==> config.mk <==
export PLATFORM = sky130hd
export DESIGN_NAME = recip_freq_meter
export DESIGN_NICKNAME = d
export VERILOG_FILES = /design/src/rtl/rfm_pkg.sv /design/src/rtl/rfm_edge_sync.sv /design/src/rtl/rfm_prescale.sv /design/src/rtl/rfm_gate_ctrl.sv /design/src/rtl/rfm_ref_counter.sv /design/src/rtl/recip_freq_meter.sv
export SDC_FILE = /design/constraint.sdc
export NUM_CORES = 1
export LEC_CHECK = 0
export BUFFER_PORTS_ARGS = -buffer_cell sky130_fd_sc_hd__buf_2
export CAP_MARGIN = 20
export CORE_MARGIN = 8
export CORE_UTILIZATION = 50
export CTS_BUF_LIST = sky130_fd_sc_hd__clkbuf_4 sky130_fd_sc_hd__clkbuf_8 sky130_fd_sc_hd__clkbuf_16
export DETAILED_ROUTE_END_ITERATION = 8
export GPL_TIMING_DRIVEN = 0
export PLACE_DENSITY = 0.73
export SLEW_MARGIN = 20
export SYNTH_ARGS = -nofsm -noshare
export SYNTH_HDL_FRONTEND = slang
export SYNTH_SLANG_ARGS = --single-unit
==> constraint.sdc <==
create_clock -name clk -period 2.1 [get_ports clk]
set_input_delay 0.42 -clock clk [delete_from_list [all_inputs] [get_ports clk]]
set_output_delay 0.42 -clock clk [all_outputs]
set_load 0.005 [all_outputs]
==> src/rtl/rfm_pkg.sv <==
package rfm_pkg;
   typedef enum logic [1:0] {
      GS_IDLE  = 2'd0,
      GS_ARMED = 2'd1,
      GS_OPEN  = 2'd2,
      GS_DONE  = 2'd3
   } gate_state_t;

   localparam int unsigned RFM_DIV_HI = 10;
endpackage

==> src/rtl/rfm_edge_sync.sv <==
module rfm_edge_sync #(
   parameter int unsigned STAGES = 2
) (
   input  logic clk,
   input  logic rst_n,
   input  logic sig_async,
   output logic rise
);
   logic [STAGES:0] chain;

   generate
      for (genvar i = 0; i <= STAGES; i++) begin : g_stage
         if (i == 0) begin : g_first
            always_ff @(posedge clk) begin
               if (!rst_n) chain[0] <= 1'b0;
               else        chain[0] <= sig_async;
            end
         end else begin : g_next
            always_ff @(posedge clk) begin
               if (!rst_n) chain[i] <= 1'b0;
               else        chain[i] <= chain[i-1];
            end
         end
      end
   endgenerate

   assign rise = chain[STAGES-1] & ~chain[STAGES];
endmodule

==> src/rtl/rfm_prescale.sv <==
module rfm_prescale #(
   parameter int unsigned DIV_HI = 10
) (
   input  logic clk,
   input  logic rst_n,
   input  logic clr,
   input  logic div_sel,
   input  logic rise,
   output logic tick
);
   localparam int unsigned PW = (DIV_HI > 1) ? $clog2(DIV_HI) : 1;
   localparam logic [PW-1:0] LAST = PW'(DIV_HI - 1);

   logic [PW-1:0] pcnt;

   always_ff @(posedge clk) begin
      if (!rst_n || clr || !div_sel) pcnt <= '0;
      else if (rise) pcnt <= (pcnt == LAST) ? '0 : pcnt + PW'(1);
   end

   assign tick = div_sel ? (rise && (pcnt == LAST)) : rise;
endmodule

==> src/rtl/rfm_gate_ctrl.sv <==
module rfm_gate_ctrl
   import rfm_pkg::*;
#(
   parameter int unsigned CNT_W = 16
) (
   input  logic             clk,
   input  logic             rst_n,
   input  logic             start,
   input  logic [CNT_W-1:0] preset,
   input  logic             tick,
   output logic             gate_open,
   output logic             done
);
   gate_state_t      state;
   logic [CNT_W-1:0] loop_cnt;

   always_ff @(posedge clk) begin
      if (!rst_n) begin
         state    <= GS_IDLE;
         loop_cnt <= '0;
      end else if (start) begin
         state    <= GS_ARMED;
         loop_cnt <= preset;
      end else begin
         unique case (state)
            GS_ARMED: if (tick) state <= GS_OPEN;
            GS_OPEN:  if (tick) begin
               if (loop_cnt <= CNT_W'(1)) state <= GS_DONE;
               else                       loop_cnt <= loop_cnt - CNT_W'(1);
            end
            default: ;
         endcase
      end
   end

   assign gate_open = (state == GS_OPEN);
   assign done      = (state == GS_DONE);
endmodule

==> src/rtl/rfm_ref_counter.sv <==
module rfm_ref_counter #(
   parameter int unsigned REF_W = 32
) (
   input  logic             clk,
   input  logic             rst_n,
   input  logic             clr,
   input  logic             en,
   output logic [REF_W-1:0] count
);
   localparam logic [REF_W-1:0] TOP = {REF_W{1'b1}};

   always_ff @(posedge clk) begin
      if (!rst_n || clr)            count <= '0;
      else if (en && count != TOP)  count <= count + REF_W'(1);
   end
endmodule

==> src/rtl/recip_freq_meter.sv <==
module recip_freq_meter #(
   parameter int unsigned CNT_W       = 16,
   parameter int unsigned REF_W       = 32,
   parameter int unsigned SYNC_STAGES = 2,
   parameter int unsigned DIV_HI      = rfm_pkg::RFM_DIV_HI
) (
   input  logic             clk,
   input  logic             rst_n,
   input  logic             sig_in,
   input  logic             div_sel,
   input  logic [CNT_W-1:0] preset,
   input  logic             start,
   output logic             done,
   output logic [REF_W-1:0] ref_count
);
   initial begin
      assert (CNT_W >= 1 && CNT_W <= 32) else $fatal(1, "CNT_W out of range");
      assert (REF_W >= 2 && REF_W <= 64) else $fatal(1, "REF_W out of range");
      assert (SYNC_STAGES >= 2)          else $fatal(1, "SYNC_STAGES below 2");
      assert (DIV_HI >= 2)               else $fatal(1, "DIV_HI below 2");
   end

   logic rise;
   logic tick;
   logic gate_open;

   rfm_edge_sync #(.STAGES(SYNC_STAGES)) u_sync (
      .clk(clk), .rst_n(rst_n), .sig_async(sig_in), .rise(rise)
   );

   rfm_prescale #(.DIV_HI(DIV_HI)) u_pre (
      .clk(clk), .rst_n(rst_n), .clr(start), .div_sel(div_sel),
      .rise(rise), .tick(tick)
   );

   rfm_gate_ctrl #(.CNT_W(CNT_W)) u_gate (
      .clk(clk), .rst_n(rst_n), .start(start), .preset(preset),
      .tick(tick), .gate_open(gate_open), .done(done)
   );

   rfm_ref_counter #(.REF_W(REF_W)) u_ref (
      .clk(clk), .rst_n(rst_n), .clr(start), .en(gate_open),
      .count(ref_count)
   );
endmodule

==> impl_metrics.env <==
export IMPL_outcome="finished, final reports clean"
export IMPL_synth_edf_count=0
export IMPL_ys_types=47
export IMPL_die_h_um=92.7
export IMPL_grt_pass1_vias=2847
export IMPL_hold_buffers=0
export IMPL_hold_class="input port to register"
export IMPL_max_freq_mhz=483
export IMPL_drtIter0Drc=204
export IMPL_setup_violations=0
export IMPL_ys_seq_elements=57
export IMPL_synthXorXnorAreaFrac=0.0536
export IMPL_root_buffer="clkbuf_8"
export IMPL_fin_cells=517
export IMPL_async_flop_share=0
export IMPL_end_kind="register"
export IMPL_drt_pass1_iterations=4
export IMPL_diodes=0
export IMPL_ys_seq_area_frac=0.388
export IMPL_synthAdderAreaFrac=0.0128
export IMPL_final_nets=461
export IMPL_fin_crit_sh=0.986
export IMPL_seq_area_mm2=0.00117
export IMPL_drc=0
export IMPL_syn_inst=359
export IMPL_final_common_cell="buf_2"
export IMPL_path_clk_slew_ns=0.07
export IMPL_area_growth_pct=29.3
export IMPL_overflow=0
export IMPL_synth_flop_cell="dfxtp_1"
export IMPL_slew_headroom=0.585
export IMPL_grt_pass1_wl_um=13300
export IMPL_netlist_area_mm2=0.00294
export IMPL_tightest_slew_ns=0.623
export IMPL_place_hpwl_um=5510
export IMPL_min_period_ns=2.07
export IMPL_nFillCells=513
export IMPL_ant_nets=0
export IMPL_numClockSinks=57
export IMPL_rsz0062_at_grt="yes"
export IMPL_die_w_um=92.7
export IMPL_grt_use_total=0.190
export IMPL_cellPowerDensity_mw_per_mm2=681
export IMPL_synth_compound_area_share=0.206
export IMPL_die_area_mm2=0.00859
export IMPL_cts_made_buffers=9
export IMPL_finalHoldViolCount=0
export IMPL_drive_gt1_frac=0.292
export IMPL_total_power_mw=2.59
export IMPL_cp_max_fo=7
export IMPL_antenna_found_initial=0
export IMPL_syn_num_nets=383
export IMPL_ir_worst_vdd_mv=0.525
export IMPL_yosys_warnings=0
export IMPL_finalClockSkew_ns=0.0108
export IMPL_wirelength_um=8280
export IMPL_final_max_slew_viol_count=0
export IMPL_maxCapViolCount=0
export IMPL_worstSetupPathType="register to register"
export IMPL_yosysTopAreaCellShare=0.388
export IMPL_dp_cells=487
export IMPL_rows=28
export IMPL_grt_max_degree=11
export IMPL_num_vias=3102
export IMPL_clock_latency_ns=0.34
export IMPL_setup_ws_ns=0.0296
export IMPL_synth_area_per_cell_um2=8.19
export IMPL_p_leak_nw=1.37
export IMPL_yosys_area_top_type="dfxtp_1"
export IMPL_synth_simple_area_share=0.296
export IMPL_post_drt_wl_per_cell_um=16.0
export IMPL_io_pins=54
export IMPL_synth_top_family_by_area="simple AND/OR/NAND/NOR gates"
export IMPL_synth_area_top_cells="dfxtp_1 (39%), a21oi_1 (5.1%), o21ai_0 (4.8%)"
export IMPL_start_util=0.505
export IMPL_gp_congestion=0.863
export IMPL_cp_start_kind="register"
export IMPL_post_place_ws_ns=-0.235
export IMPL_core_area_mm2=0.00582
export IMPL_multi_input_area_mm2=0.00178
export IMPL_via_per_inst=6.00
export IMPL_cts_tree="done"
export IMPL_final_cell_mix="buf_2 (55), dfxtp_1 (36), a21oi_1 (30)"
export IMPL_cp_required_ns=2.36
export IMPL_clockBufferDepth=2
export IMPL_portBuffers=53
export IMPL_synth_area_mux_share=0.00341
export IMPL_worstPathArrival_ns=2.33
export IMPL_cts_htree_levels=3
-- final cells by class --
class | instances | area share
Buffer | 16 | 0.0234
Tap cell | 75 | 0.0247
Sequential cell | 57 | 0.308
Multi-Input combinational cell | 276 | 0.469
Inverter | 8 | 0.00790
Timing Repair Buffer | 69 | 0.101
Clock buffer | 11 | 0.0382
Clock inverter | 5 | 0.0270
-- report_power, final --
part | leakage [nW] | total (mW) | internal (mW) | switching [mW]
clock | 0.123 | 1.28 | 0.832 | 0.449
sequential | 0.475 | 1.13 | 1.10 | 0.0234
combinational | 0.771 | 0.179 | 0.0747 | 0.104
-- synth_stat cells, types with 2 or more instances --
| master | count |
|---|---|
| a21oi_1 | 30 |
| a31oi_1 | 6 |
| and2_1 | 6 |
| and3_1 | 2 |
| and4_1 | 3 |
| buf_2 | 3 |
| buf_6 | 2 |
| clkbuf_1 | 13 |
| dfxtp_1 | 57 |
| ha_1 | 3 |
| inv_1 | 8 |
| nand2_1 | 23 |
| nand2b_1 | 3 |
| nand3_1 | 14 |
| nand4_1 | 13 |
| nor2_1 | 21 |
| nor2b_1 | 5 |
| nor3_1 | 7 |
| nor3b_1 | 2 |
| nor4_1 | 9 |
| o2111ai_1 | 4 |
| o211ai_1 | 10 |
| o21ai_0 | 28 |
| o21ai_1 | 8 |
| o31ai_1 | 7 |
| or3_1 | 22 |
| or4_1 | 14 |
| xnor2_1 | 10 |
| xor2_1 | 8 |
-- critical path: stages, from the launching register on --
cell and delay, ns:
dfxtp_2 0.32, or4_4 0.57, or3_4 0.35, or2_1 0.22, or3_1 0.37, a31oi_1 0.16
-- what timing repair did --
action                                  in CTS  in global routing
resized for setup                           17                 33
endpoints found under the setup margin      29                 33
setup buffers                                5                 11
pin swaps                                    7                  9
-- state kept, by name (all words and copies together), names as in the netlist --
name,flops
u_pre.pcnt,4
u_gate.loop_cnt,16
u_sync.chain,3
u_ref.count,32
u_gate.state,2
-- worst paths after layout --
path / start / to / slack [ns] / cells past startpoint
hold / removal: sig_in / u_sync.chain[0]$_SDFF_PN0_ / 0.28 / 2
setup reg to reg: u_gate.loop_cnt[7]$_SDFFE_PN0P_ / u_gate.loop_cnt[11]$_SDFFE_PN0P_ / 0.03 / 5
hold reg to reg: u_sync.chain[0]$_SDFF_PN0_ / u_sync.chain[1]$_SDFF_PN0_ / 0.44 / 1
setup / recovery: u_gate.loop_cnt[7]$_SDFFE_PN0P_ / u_gate.loop_cnt[11]$_SDFFE_PN0P_ / 0.03 / 5
-- routing by layer --
layer / track usage / up-vias / routed length (µm)
met1: 0.246 / 1485 / 3750
met5: 0 / - / 0
met2: 0.295 / 86 / 3930
li1: - / 1515 / -
met4: 0.0886 / 0 / 154
met3: 0.0396 / 16 / 446
-- logic make-up after synthesis --
| logic type | after synthesis |
|---|---|
| mux | 1 |
| xor+xnor | 18 |
| compound gates | 101 |
| buf+inv | 26 |
| fa+ha+maj | 3 |
| simple gates | 153 |
| flops | 57 |
-- per-stage QoR --
step	hold slack (ns)	cell area [µm²]	utilization	TNS, ns
after floorplan	0.412	2940	-	0
after global placement	0.430	3300	0.567	-2.26
after detailed placement	0.427	3300	0.567	-2.98
after CTS	0.274	3640	0.626	-0.0621
after global routing	0.281	3800	0.654	-0.144
final	0.277	3800	0.654	0
(Power assumes the default switching activity.)
